$ cat src/rtl/sfd_tstamp_pkg.sv
package sfd_tstamp_pkg;
  typedef enum logic [1:0] {
    DET_HUNT  = 2'd0,
    DET_PRE   = 2'd1,
    DET_FRAME = 2'd2,
    DET_SKIP  = 2'd3
  } det_state_e;

  localparam logic [7:0] PRE_BYTE = 8'h55;
  localparam logic [7:0] SFD_BYTE = 8'hD5;
  localparam logic [7:0] PRE_NIB  = 8'h05;
  localparam logic [7:0] SFD_NIB  = 8'h0D;
endpackage

$ cat src/rtl/sfd_tstamp_detect.sv
module sfd_tstamp_detect
  import sfd_tstamp_pkg::*;
(
  input  logic       clk,
  input  logic       rst_n,
  input  logic       gmii,
  input  logic [7:0] data,
  input  logic       dv,
  output logic       sfd_pulse
);
  det_state_e state;
  logic [7:0] beat, pre_code, sfd_code;

  always_comb begin
    beat     = gmii ? data : {4'h0, data[3:0]};
    pre_code = gmii ? PRE_BYTE : PRE_NIB;
    sfd_code = gmii ? SFD_BYTE : SFD_NIB;
  end

  always_ff @(posedge clk) begin
    if (!rst_n) begin
      state     <= DET_HUNT;
      sfd_pulse <= 1'b0;
    end else begin
      sfd_pulse <= 1'b0;
      if (!dv) begin
        state <= DET_HUNT;
      end else begin
        case (state)
          DET_HUNT: state <= (beat == pre_code) ? DET_PRE : DET_SKIP;
          DET_PRE: begin
            if (beat == sfd_code) begin
              state     <= DET_FRAME;
              sfd_pulse <= 1'b1;
            end else if (beat != pre_code) begin
              state <= DET_SKIP;
            end
          end
          default: state <= state;
        endcase
      end
    end
  end
endmodule

$ cat src/rtl/sfd_tstamp_assemble.sv
module sfd_tstamp_assemble (
  input  logic       clk,
  input  logic       rst_n,
  input  logic       gmii,
  input  logic [7:0] data,
  input  logic       dv,
  input  logic       sfd,
  output logic       out_valid,
  output logic [7:0] out_data,
  output logic       out_last
);
  logic       active, half, pend_vld;
  logic [3:0] lo_nib;
  logic [7:0] pend;
  logic       take, asm_vld;
  logic [7:0] asm_byte;

  always_comb begin
    take     = dv && (sfd || active);
    asm_vld  = take && (gmii || half);
    asm_byte = gmii ? data : {data[3:0], lo_nib};
  end

  always_ff @(posedge clk) begin
    if (!rst_n) begin
      active    <= 1'b0;
      half      <= 1'b0;
      pend_vld  <= 1'b0;
      lo_nib    <= '0;
      pend      <= '0;
      out_valid <= 1'b0;
      out_data  <= '0;
      out_last  <= 1'b0;
    end else begin
      out_valid <= 1'b0;
      out_last  <= 1'b0;
      if (!dv) begin
        active <= 1'b0;
        half   <= 1'b0;
        if (pend_vld) begin
          out_valid <= 1'b1;
          out_data  <= pend;
          out_last  <= 1'b1;
          pend_vld  <= 1'b0;
        end
      end else begin
        if (take) active <= 1'b1;
        if (take && !gmii) begin
          if (!half) begin
            lo_nib <= data[3:0];
            half   <= 1'b1;
          end else begin
            half <= 1'b0;
          end
        end
        if (asm_vld) begin
          if (pend_vld) begin
            out_valid <= 1'b1;
            out_data  <= pend;
          end
          pend     <= asm_byte;
          pend_vld <= 1'b1;
        end
      end
    end
  end
endmodule

$ cat src/rtl/sfd_tstamp_fifo.sv
module sfd_tstamp_fifo #(
  parameter int W  = 9,
  parameter int AW = 5
) (
  input  logic          clk,
  input  logic          rst_n,
  input  logic          push,
  input  logic [W-1:0]  din,
  input  logic          pop,
  output logic [W-1:0]  dout,
  output logic          empty,
  output logic [AW:0]   count
);
  localparam int DEPTH = 1 << AW;
  logic [W-1:0] mem [DEPTH];
  logic [AW:0]  wr_ptr, rd_ptr;

  always_comb begin
    count = wr_ptr - rd_ptr;
    empty = (count == '0);
    dout  = mem[rd_ptr[AW-1:0]];
  end

  always_ff @(posedge clk) begin
    if (push) mem[wr_ptr[AW-1:0]] <= din;
  end

  always_ff @(posedge clk) begin
    if (!rst_n) begin
      wr_ptr <= '0;
      rd_ptr <= '0;
    end else begin
      if (push) wr_ptr <= wr_ptr + 1'b1;
      if (pop)  rd_ptr <= rd_ptr + 1'b1;
    end
  end
endmodule

$ cat src/rtl/sfd_tstamp_insert.sv
module sfd_tstamp_insert #(
  parameter int TIME_W = 64,
  parameter int PAD_W  = 4
) (
  input  logic              clk,
  input  logic              rst_n,
  input  logic              sfd,
  input  logic [TIME_W-1:0] time_now,
  input  logic [PAD_W-1:0]  pad_len,
  input  logic              ts_en,
  input  logic              in_valid,
  input  logic [7:0]        in_data,
  input  logic              in_last,
  output logic              out_valid,
  output logic [7:0]        out_data,
  output logic              out_last
);
  localparam int STAMP_BYTES = TIME_W / 8;
  localparam int AW = PAD_W + 1;
  localparam logic [PAD_W-1:0] STAMP_CNT = PAD_W'(STAMP_BYTES);

  logic [TIME_W-1:0] shreg;
  logic [PAD_W-1:0]  pad_tot, pad_idx;
  logic              pad_busy, stamp_on;
  logic [AW:0]       old_left;
  logic [8:0]        q_dout;
  logic              q_empty;
  logic [AW:0]       q_count;
  logic              drain_old, do_pad, do_pop, stamp_byte;

  sfd_tstamp_fifo #(.W(9), .AW(AW)) u_queue (
    .clk   (clk),
    .rst_n (rst_n),
    .push  (in_valid),
    .din   ({in_last, in_data}),
    .pop   (do_pop),
    .dout  (q_dout),
    .empty (q_empty),
    .count (q_count)
  );

  always_comb begin
    drain_old  = (old_left != '0);
    do_pad     = pad_busy && !drain_old;
    do_pop     = !q_empty && !do_pad;
    stamp_byte = stamp_on && (pad_idx < STAMP_CNT);
  end

  always_ff @(posedge clk) begin
    if (!rst_n) begin
      shreg     <= '0;
      pad_tot   <= '0;
      pad_idx   <= '0;
      pad_busy  <= 1'b0;
      stamp_on  <= 1'b0;
      old_left  <= '0;
      out_valid <= 1'b0;
      out_data  <= '0;
      out_last  <= 1'b0;
    end else begin
      out_valid <= 1'b0;
      out_last  <= 1'b0;
      if (do_pad) begin
        out_valid <= 1'b1;
        out_data  <= stamp_byte ? shreg[TIME_W-1 -: 8] : 8'h00;
        if (stamp_byte) shreg <= shreg << 8;
        pad_idx <= pad_idx + 1'b1;
        if (pad_idx == pad_tot - 1'b1) pad_busy <= 1'b0;
      end else if (do_pop) begin
        out_valid <= 1'b1;
        out_data  <= q_dout[7:0];
        out_last  <= q_dout[8];
        if (drain_old) old_left <= old_left - 1'b1;
      end
      if (sfd) begin
        shreg    <= time_now;
        pad_tot  <= pad_len;
        pad_idx  <= '0;
        pad_busy <= (pad_len != '0);
        stamp_on <= ts_en && (pad_len >= STAMP_CNT);
        old_left <= q_count - (AW+1)'(do_pop);
      end
    end
  end
endmodule

$ cat src/rtl/sfd_tstamp_txcap.sv
module sfd_tstamp_txcap #(
  parameter int TIME_W = 64
) (
  input  logic              clk,
  input  logic              rst_n,
  input  logic              sfd,
  input  logic [TIME_W-1:0] time_now,
  input  logic              ack,
  output logic [TIME_W-1:0] stamp,
  output logic              stamp_valid
);
  always_ff @(posedge clk) begin
    if (!rst_n) begin
      stamp       <= '0;
      stamp_valid <= 1'b0;
    end else if (sfd && !stamp_valid) begin
      stamp       <= time_now;
      stamp_valid <= 1'b1;
    end else if (ack) begin
      stamp_valid <= 1'b0;
    end
  end
endmodule

$ cat src/rtl/sfd_tstamp.sv
module sfd_tstamp #(
  parameter int TIME_W = 64,
  parameter int PAD_W  = 4
) (
  input  logic              clk,
  input  logic              rst_n,
  input  logic              mode_gmii,
  input  logic [7:0]        rx_data,
  input  logic              rx_dv,
  input  logic [7:0]        tx_data,
  input  logic              tx_en,
  input  logic [TIME_W-1:0] time_now,
  input  logic [PAD_W-1:0]  pad_len,
  input  logic              ts_en,
  output logic              rx_out_valid,
  output logic [7:0]        rx_out_data,
  output logic              rx_out_last,
  output logic [TIME_W-1:0] tx_stamp,
  output logic              tx_stamp_valid,
  input  logic              tx_stamp_ack
);
  localparam int NPATH = 2;

  logic [7:0] path_data [NPATH];
  logic       path_dv   [NPATH];
  logic       path_sfd  [NPATH];
  logic       fr_valid, fr_last;
  logic [7:0] fr_data;

  always_comb begin
    path_data[0] = rx_data;
    path_dv[0]   = rx_dv;
    path_data[1] = tx_data;
    path_dv[1]   = tx_en;
  end

  for (genvar p = 0; p < NPATH; p++) begin : g_det
    sfd_tstamp_detect u_det (
      .clk       (clk),
      .rst_n     (rst_n),
      .gmii      (mode_gmii),
      .data      (path_data[p]),
      .dv        (path_dv[p]),
      .sfd_pulse (path_sfd[p])
    );
  end

  sfd_tstamp_assemble u_asm (
    .clk       (clk),
    .rst_n     (rst_n),
    .gmii      (mode_gmii),
    .data      (rx_data),
    .dv        (rx_dv),
    .sfd       (path_sfd[0]),
    .out_valid (fr_valid),
    .out_data  (fr_data),
    .out_last  (fr_last)
  );

  sfd_tstamp_insert #(.TIME_W(TIME_W), .PAD_W(PAD_W)) u_ins (
    .clk       (clk),
    .rst_n     (rst_n),
    .sfd       (path_sfd[0]),
    .time_now  (time_now),
    .pad_len   (pad_len),
    .ts_en     (ts_en),
    .in_valid  (fr_valid),
    .in_data   (fr_data),
    .in_last   (fr_last),
    .out_valid (rx_out_valid),
    .out_data  (rx_out_data),
    .out_last  (rx_out_last)
  );

  sfd_tstamp_txcap #(.TIME_W(TIME_W)) u_txcap (
    .clk         (clk),
    .rst_n       (rst_n),
    .sfd         (path_sfd[1]),
    .time_now    (time_now),
    .ack         (tx_stamp_ack),
    .stamp       (tx_stamp),
    .stamp_valid (tx_stamp_valid)
  );
endmodule

$ cat config.mk
export PLATFORM = sky130hd
export DESIGN_NAME = sfd_tstamp
export DESIGN_NICKNAME = d
export VERILOG_FILES = /design/src/rtl/sfd_tstamp_pkg.sv /design/src/rtl/sfd_tstamp_detect.sv /design/src/rtl/sfd_tstamp_assemble.sv /design/src/rtl/sfd_tstamp_fifo.sv /design/src/rtl/sfd_tstamp_insert.sv /design/src/rtl/sfd_tstamp_txcap.sv /design/src/rtl/sfd_tstamp.sv
export SDC_FILE = /design/constraint.sdc
export NUM_CORES = 1
export LEC_CHECK = 0
export ABC_AREA = 1
export CAP_MARGIN = 20
export CORE_MARGIN = 2
export CORE_UTILIZATION = 66
export CTS_BUF_LIST = sky130_fd_sc_hd__clkbuf_8
export DETAILED_ROUTE_END_ITERATION = 16
export DONT_BUFFER_PORTS = 1
export PLACE_DENSITY = 0.82
export SYNTH_ARGS = -nofsm -noshare
export SYNTH_HDL_FRONTEND = slang
export SYNTH_HIERARCHICAL = 1
export SYNTH_SLANG_ARGS = --single-unit
$ cat constraint.sdc
create_clock -name clk -period 3.3 [get_ports clk]
set_clock_uncertainty 0.2 [all_clocks]
set_input_delay 0.66 -clock clk [delete_from_list [all_inputs] [get_ports clk]]
set_output_delay 0.66 -clock clk [all_outputs]
set_load 0.02 [all_outputs]
# Word level (Yosys, flattened, before mapping)
# Memories as Yosys holds them, arrays and structs flattened. A register that Yosys moved wholly into a read port is not among the register bits.
# Cells that the tools add are included.
# op_classes
n_eq_ne,13
bitwise,3
n_mux,43
n_reduce_logical,43
magnitude_cmp,2
add_sub_neg,7
# op_table
operator,count
64-bit two-way mux,3
8-bit two-way mux,10
8-bit == test,4
6-bit two-way mux,4
2-bit nonzero test,9
8-bit != test,2
1-bit two-way mux,15
2-bit AND reduction,7
6-bit by 1-bit adder with 6-bit output (second input constant),2
2-bit two-way mux,6
3-bit AND reduction,4
5-bit two-way mux,2
1-bit logical AND,8
2-bit case mux with 2 select lines,2
7-bit two-way mux,1
6-bit logical NOT,1
3-bit by 1-bit != test with 1-bit output (second input constant),2
6-bit nonzero test,1
6-bit by 1-bit subtractor with 6-bit output,1
6-bit by 1-bit subtractor with 6-bit output (second input constant),1
6-bit subtractor,1
1-bit logical NOT,5
4-bit by 1-bit adder with 4-bit output (second input constant),1
2-bit by 1-bit == test with 1-bit output (second input constant),2
12 further kinds,17
# totals
mem_bits_rw,288
ff_bits,198
mem_count,1
output_inout_bits,75
wordCells,137
in_bits,91
# mem_list
name,words,width,read_ports,rd_clocked_by_memory_dff,wr,line_no,text
u_ins.u_queue.mem,32,9,1,1,1,sfd_tstamp_fifo.sv:15,logic [W-1:0] mem [DEPTH];

# Logic depth before layout (Yosys ltp)
# Gate-level depths: netlist of the first run.
# logic_depth
word_depth,8
ltp_mapped,16
depth_no_buf,16

# Hierarchy
# The synthesis of the first run kept the hierarchy.
# modules_own_cells
module,area_each_um2,cells_per_inst,seq_area_each_um2,n_inst
sfd_tstamp_fifo,12648.4,1130,8988.6,1
sfd_tstamp_insert,4533.1,702,1801.7,1
sfd_tstamp_txcap,2785.2,419,1301.2,1
sfd_tstamp_assemble,1068.5,147,500.5,1
sfd_tstamp_detect,207.7,36,60.1,2

# Worst setup path before layout of the first run
# OpenSTA, ideal clock, no wires.
# synth_timing
kind,reg-to-reg
start,register u_ins.u_queue.wr_ptr[0]
end,register u_ins.old_left[2]
arrival_ps,2510
path_buffers,0
setup_slack_ps,470
path_stages_with_launch,15
synth_period_minus_slack_ps,2830
setup_time_ps,120
required_ps,2980
cell_sequence,dfxtp_1 > inv_1 > ha_1 > fa_1 > o21ai_0 > xnor2_1 > nand3_1 > nor2_1 > nor2_1 > ha_1 > ha_1 > a21oi_1 > o21ai_0 > nand4_1 > nand2_1
# synth_between
elab_chain_cells,6
elab_cells_between_ends,8
cone_classes,add/sub (2); mux (1); reduce/logical (5)
# synth_lines
element,line_no,text
"start, declared",sfd_tstamp_fifo.sv:16,"logic [AW:0] wr_ptr, rd_ptr;"
"start signal, assigned",sfd_tstamp_fifo.sv:33,if (push) wr_ptr <= wr_ptr + 1'b1;
6-bit subtractor *,sfd_tstamp_fifo.sv:19,count = wr_ptr - rd_ptr;
6-bit logical NOT *,sfd_tstamp_fifo.sv:20,empty = (count == '0);
via u_ins.q_empty,sfd_tstamp_insert.sv:27,logic q_empty;
1-bit logical NOT *,sfd_tstamp_insert.sv:45,do_pop = !q_empty && !do_pad;
1-bit logical AND *,sfd_tstamp_insert.sv:45,
via u_ins.do_pop,sfd_tstamp_insert.sv:29,"logic drain_old, do_pad, do_pop, stamp_byte;"
6-bit by 1-bit subtractor with 6-bit output or 2-bit nonzero test (tied branches),n/a,
6-bit two-way mux or 3-bit AND reduction (tied branches),n/a,
"end signal, assigned",sfd_tstamp_insert.sv:73,if (drain_old) old_left <= old_left - 1'b1;
"end signal, assigned",sfd_tstamp_insert.sv:81,old_left <= q_count - (AW+1)'(do_pop);
"end, declared",sfd_tstamp_insert.sv:25,logic [AW:0] old_left;
# Mark *: on every way through the listed nets, which the timed path passes. The rest lies on a longest branch.
# A chain may end at the register's enable or synchronous reset.

# Worst setup path in the final report of the first run
# layout_timing
start,register u_ins.u_queue.wr_ptr[0]
end,register u_ins.old_left[3]
# Same word-level chain as after synthesis.

==> impl_metrics.tcl, run 1 <==
set metrics [dict create \
    crit_arrival_ns 3.29 \
    cts-buffers-inserted 77 \
    root_buffer "clkbuf_8" \
    gp_congestion 0.8571 \
    start_kind "register" \
    synth-main-ff-cell "edfxtp_1" \
    grt_max_degree 145 \
    async_reset_ff_share_pct 0 \
    grt-busiest-layer "met2" \
    tns_ns 0 \
    insertion_delay_ns 0.61 \
    use_met3_pct 5.967 \
    hold_class "input port to register" \
    ff2ff_path_depth 14 \
    antenna_left 0 \
    drc 0 \
    leakagePower_nw 9.672 \
    max-cap-violations 0 \
    status "complete, no violations" \
    antenna_found_initial 1 \
    port_buffers 0 \
    synth_nets 2579 \
    core-area_mm2 0.03229 \
    power_density_mw_per_mm2 562.9 \
    syn_area_mm2 0.02145 \
    endpoint_kind "register" \
    path_max_fanout 10 \
    fmax_mhz 329.1 \
    path_class "register to register" \
    grt_pass1_wl_mm 79.82 \
    start_util_pct 66.43 \
    ctsHtreeMaxLevel 3 \
    grt_pass1_vias 15877 \
    drtIter0Drc 2057 \
    hpwlAfterDp_mm 30.87 \
    cts_resized 0 \
    num_vias 16834 \
    stdcell_area_mm2 0.02329 \
    yosysSeqAreaShare_pct 59.26 \
    drive_above_1_share_pct 6.833 \
    synth_top_area_share_pct 40.32 \
    avgSynthCellArea_um2 8.684 \
    fp.dieW_um 184.3 \
    first_pass_iters 9 \
    tightest_slew_ns 1.101 \
    max_slew_margin_pct 26.38 \
    cts_sinks 491 \
    ys_ff_latch 491 \
    rrSetupSlack_ns 0.26 \
    yosys_warnings 6 \
    final_nets 2580 \
    yosysUniqueCellTypes 44 \
    cts_buffer_depth 3 \
    cts_tree "yes" \
    yosysTopAreaCell "edfxtp_1" \
    synth_area_leaders "edfxtp_1, dfxtp_1, nand2_1, nand3_1, nor2_1" \
    report.final.setup_viol 0 \
    worstReg2RegStart "u_ins/u_queue/wr_ptr[0]" \
    critPathLaunch "u_ins/u_queue/wr_ptr[0]" \
    grtUsageMet2_pct 48.00 \
    dieArea_mm2 0.03396 \
    slew_viol_final 0 \
    clk_pin_slew_ns 0.06 \
    wire_per_inst_um 17.10 \
    detailed_place.area_mm2 0.02160 \
    use_met1_pct 40.14 \
    wirelength_mm 50.86 \
    finalCriticalPeriod_ns 3.038 \
    via_per_inst 5.660 \
    netlist_top_cells_count "nand2_1, nand3_1, nor2_1" \
    fin_crit_sh_pct 92.07 \
    synth_edf_count 288 \
    power.total_w 0.01311 \
    io_pins 166 \
    grt_setup_unrepaired "no" \
    crit_end "u_ins/old_left[3]" \
    irDropWorstVdd_v 0.0003494 \
    num_rows 66 \
    area_growth_syn_to_layout_pct 8.569 \
    r2r-end "u_ins/old_left[3]" \
    synth_most_common_cell "nand2_1" \
    grt_overflow 0 \
    hold_viol_final 0 \
    cp.required_ns 3.56 \
    antenna_cells 0 \
    die_h_um 184.3 \
    synth_cells 2470 \
    grt_use_total_pct 29.84 \
]
[final cells by class]
cell class                 count  area (µm²)
inverter                     201       767.0
fill                        2279        9000
multi-input combinational   1652        7269
timing repair buffer          48       467.9
clock buffer                  88        1211
tap                          442       553.0
clock inverter                52       300.3
sequential                   491       12720
[registers in the layout, indices dropped and copies added, names as in the netlist, 2 cells and up, named ones only]
name	cells
u_ins/out_data	8
u_asm/out_data	8
u_txcap/stamp	64
g_det.u_det/state	4
u_ins/pad_tot	4
u_ins/pad_idx	4
u_ins/u_queue/mem	288
g_det.u_det/sfd_pulse	2
u_asm/pend	8
u_ins/shreg	64
u_asm/lo_nib	4
u_ins/old_left	6
u_ins/u_queue/rd_ptr	6
u_ins/u_queue/wr_ptr	6
[metal layers]
layer / up-vias / routed length, µm
met5: - / 0
met4: 0 / 1436
met3: 110 / 5161
met2: 859 / 24160
met1: 7840 / 20100
li1: 8025 / -
[worst min path at each step]
stage	slack, ns	end	start	cells after the start
global placement	0.24	u_asm/lo_nib[3]	u_asm/lo_nib[3]	2
global route	0.01	u_ins/stamp_on	ts_en	2
CTS	0.00005	u_ins/stamp_on	ts_en	2
floorplan	0.22	u_asm/lo_nib[2]	u_asm/lo_nib[2]	2
detailed placement	0.24	u_asm/lo_nib[3]	u_asm/lo_nib[3]	2
finish	0.02	u_ins/stamp_on	ts_en	2
[power by group]
part	internal (W)	leakage, nW	switching, W
Sequential	0.00649	4.35	0.000111
Combinational	0.000491	4.45	0.00105
Clock	0.00267	0.870	0.00230
Total	0.00965	9.67	0.00346
[cell usage in the layout (no fill, tap or decap), drive strengths merged, types with 6 or more instances in the layout]
cell type,n
ha,17
nor2,342
nor3,12
buf,33
dfxtp,203
a21oi,64
edfxtp,288
clkinv,19
xnor2,6
clkbuf,88
dlygate4sd3,15
o21ai,68
inv,227
nand2,750
nand3,364
[stage by stage]
step / instances / worst slack, ns / hold slack (ns) / utilization [%]
finish: 2974 / 0.2618 / 0.02258 / 72.13
floorplan: 2470 / 0.4698 / 0.2245 / -
detailed placement: 2818 / 0.3010 / 0.2410 / 66.90
global route: 2974 / 0.01018 / 0.01467 / 72.13
global placement: 2818 / 0.4366 / 0.2358 / 66.90
CTS: 2973 / 0.2923 / 0.00005346 / 72.10
[cell families after synthesis]
| kind of cell | Yosys count | share of synthesized area [%] |
|---|---|---|
| AOI/OAI and AO/OA | 142 | 3.436 |
| buffers and inverters | 327 | 6.848 |
| DFF | 491 | 59.26 |
| xor gates and xnor gates | 11 | 0.4491 |
| adders and majority gates | 18 | 1.085 |
| and+or+nand+nor | 1481 | 28.92 |
[worst max-delay path, cell delays in order (launching register included)]
cell	delay [ns]
dfxtp_1	0.41
inv_1	0.11
ha_1	0.23
fa_1	0.40
o21ai_0	0.25
xnor2_1	0.17
nand3_1	0.09
nor2_1	0.16
nor2_1	0.09
buf_4	0.18
ha_1	0.22
nand3_1	0.10
nand3_1	0.10
nand3_1	0.13
a21oi_1	0.06
[timing repair]
action                    in CTS  in global routing
hold endpoints to repair      95                  1
hold buffers                  15                  1
buffers inserted               0                  0
Power figures use the tool's default switching activity.
==> run 2, diff against run 1 <==
==> constraint.sdc (replaced) <==
create_clock -name clk -period 2.92 [get_ports clk]
set_clock_uncertainty 0.2 [all_clocks]
set_input_delay 0.584 -clock clk [delete_from_list [all_inputs] [get_ports clk]]
set_output_delay 0.584 -clock clk [all_outputs]
set_load 0.02 [all_outputs]
==> run 2 against run 1 <==
Power increased by 15%. Register-to-register slack worse by 0.15 ns. Combinational power grew 20%. Final cell count up 3.4%. First-iteration DRC count is 3.5% lower. Sequential power is 13% higher. Critical path depth down 1. Sequential cell count unchanged. Via count grew 4.2%. Clock-buffer cell count rose by 4.
==> impl_metrics.tcl, run 2 (same netlist as run 1, synthesis figures left out) <==
set metrics [dict create \
    area_growth_syn_to_layout_pct 13.01 \
    cp.required_ns 3.18 \
    die_h_um 184.3 \
    clk_pin_slew_ns 0.06 \
    holdWs_ns 0.02526 \
    report.final.setup_viol 0 \
    largest_reg_flops 288 \
    first_pass_iters 6 \
    path_max_fanout 3 \
    fp.dieW_um 184.3 \
    wire_per_inst_um 17.66 \
    port_buffers 0 \
    start_util_pct 66.43 \
    fmax_mhz 356.7 \
    drtIter0Drc 1986 \
    hold_class "input port to register" \
    start_kind "register" \
    cts_buffer_depth 3 \
    insertion_delay_ns 0.61 \
    power_density_mw_per_mm2 619.6 \
    path_class "register to register" \
    dieArea_mm2 0.03396 \
    slew_viol_final 0 \
    crit_arrival_ns 3.07 \
    ctsHtreeMaxLevel 3 \
    status "complete, no violations" \
    grt_max_degree 145 \
    drc 0 \
    max_slew_margin_pct 28.09 \
    num_vias 17543 \
    wirelength_mm 54.30 \
    endpoint_kind "register" \
    mostFrequentLayoutCells "nand2_1, nand3_1, nor2_1" \
    grt_overflow 0 \
    max-cap-violations 0 \
    cts_tree "yes" \
    grt_use_total_pct 31.71 \
    cts_sinks 491 \
    irDropWorstVdd_v 0.0005168 \
    cts-buffers-inserted 79 \
    io_pins 166 \
    tightest_slew_ns 1.079 \
    leakagePower_nw 10.11 \
    grt_pass1_vias 17290 \
    drive_above_1_share_pct 8.663 \
    antenna_cells 0 \
    root_buffer "clkbuf_8" \
    antenna_found_initial 0 \
    core-area_mm2 0.03229 \
    final_nets 2678 \
    ff2ff_path_depth 13 \
    fillers 2131 \
    via_per_inst 5.707 \
    fin_crit_sh_pct 96.02 \
    grt_pass1_wl_mm 85.03 \
    antenna_left 0 \
    hpwlAfterDp_mm 31.23 \
    hold_viol_final 0 \
    holdPathStages 4 \
    finalCriticalPeriod_ns 2.804 \
    place_inst 2848 \
    fin_util_pct 75.08 \
    num_rows 66 \
    final_common_cell "nand2_1" \
    fin_cells 3074 \
    gp_congestion 0.8767 \
]
## run 2: worst max-delay path, cell delays in order (launching register included)
cell and delay (ns):
dfxtp_2 0.33, inv_1 0.07, ha_2 0.20, fa_2 0.51, inv_1 0.08, nor3_2 0.19
nand3_1 0.10, nor2_2 0.17, nor2_2 0.06, ha_1 0.19, ha_2 0.32, nor2_1 0.05
o21ai_1 0.13, a21oi_1 0.08
## run 2: through the flow
step	instance area [µm²]	setup TNS [ns]	total power [W]	worst slack, ns
detailed placement	21820	-0.01376	0.009259	-0.008473
floorplan	21450	0	0.008861	0.08984
CTS	24160	0	0.01499	0.04605
finish	24240	0	0.01502	0.1162
global route	24240	-0.02045	0.01559	-0.01858
global placement	21820	0	0.009200	0.1746
## run 2: area by class of cell
cell class / instances / area [µm²] / share of cell area (%)
clock inverter: 52 / 272.8 / 1.125
inverter: 201 / 767.0 / 3.164
sequential: 491 / 12720 / 52.48
clock buffer: 92 / 1266 / 5.223
multi-input combinational: 1652 / 7318 / 30.19
timing repair buffer: 144 / 1344 / 5.543
tap: 442 / 553.0 / 2.281
## run 2: worst paths after layout
check	from	endpoint	slack, ns
setup / recovery	u_ins/u_queue/wr_ptr[0]	u_ins/old_left[1]	0.12
hold / removal	rx_data[3]	g_det[0].u_det/state[1]	0.03
setup reg to reg	u_ins/u_queue/wr_ptr[0]	u_ins/old_left[1]	0.12
hold reg to reg	u_asm/lo_nib[0]	u_asm/lo_nib[0]	0.25
## run 2: power breakdown
| part | internal, W | switching, W |
|---|---|---|
| Sequential | 0.00733 | 0.000150 |
| Combinational | 0.000637 | 0.00122 |
| Clock | 0.00298 | 0.00270 |
## run 2: routing by layer
layer	GRT usage [%]	vias up	share of wire [%]
met5	0	-	0
met4	13.06	0	3.0
met3	7.054	143	10
met2	52.59	960	48
met1	40.56	8202	39
li1	-	8238	-
## run 2: timing repair
| action | in CTS | in global routing |
|---|---|---|
| pin swaps | 0 | 2 |
| endpoints found under the hold margin | 145 | 0 |
| setup buffers | 0 | 4 |
| setup endpoints to repair | 4 | 15 |
| gates resized for setup | 1 | 13 |
| hold buffers | 78 | 0 |
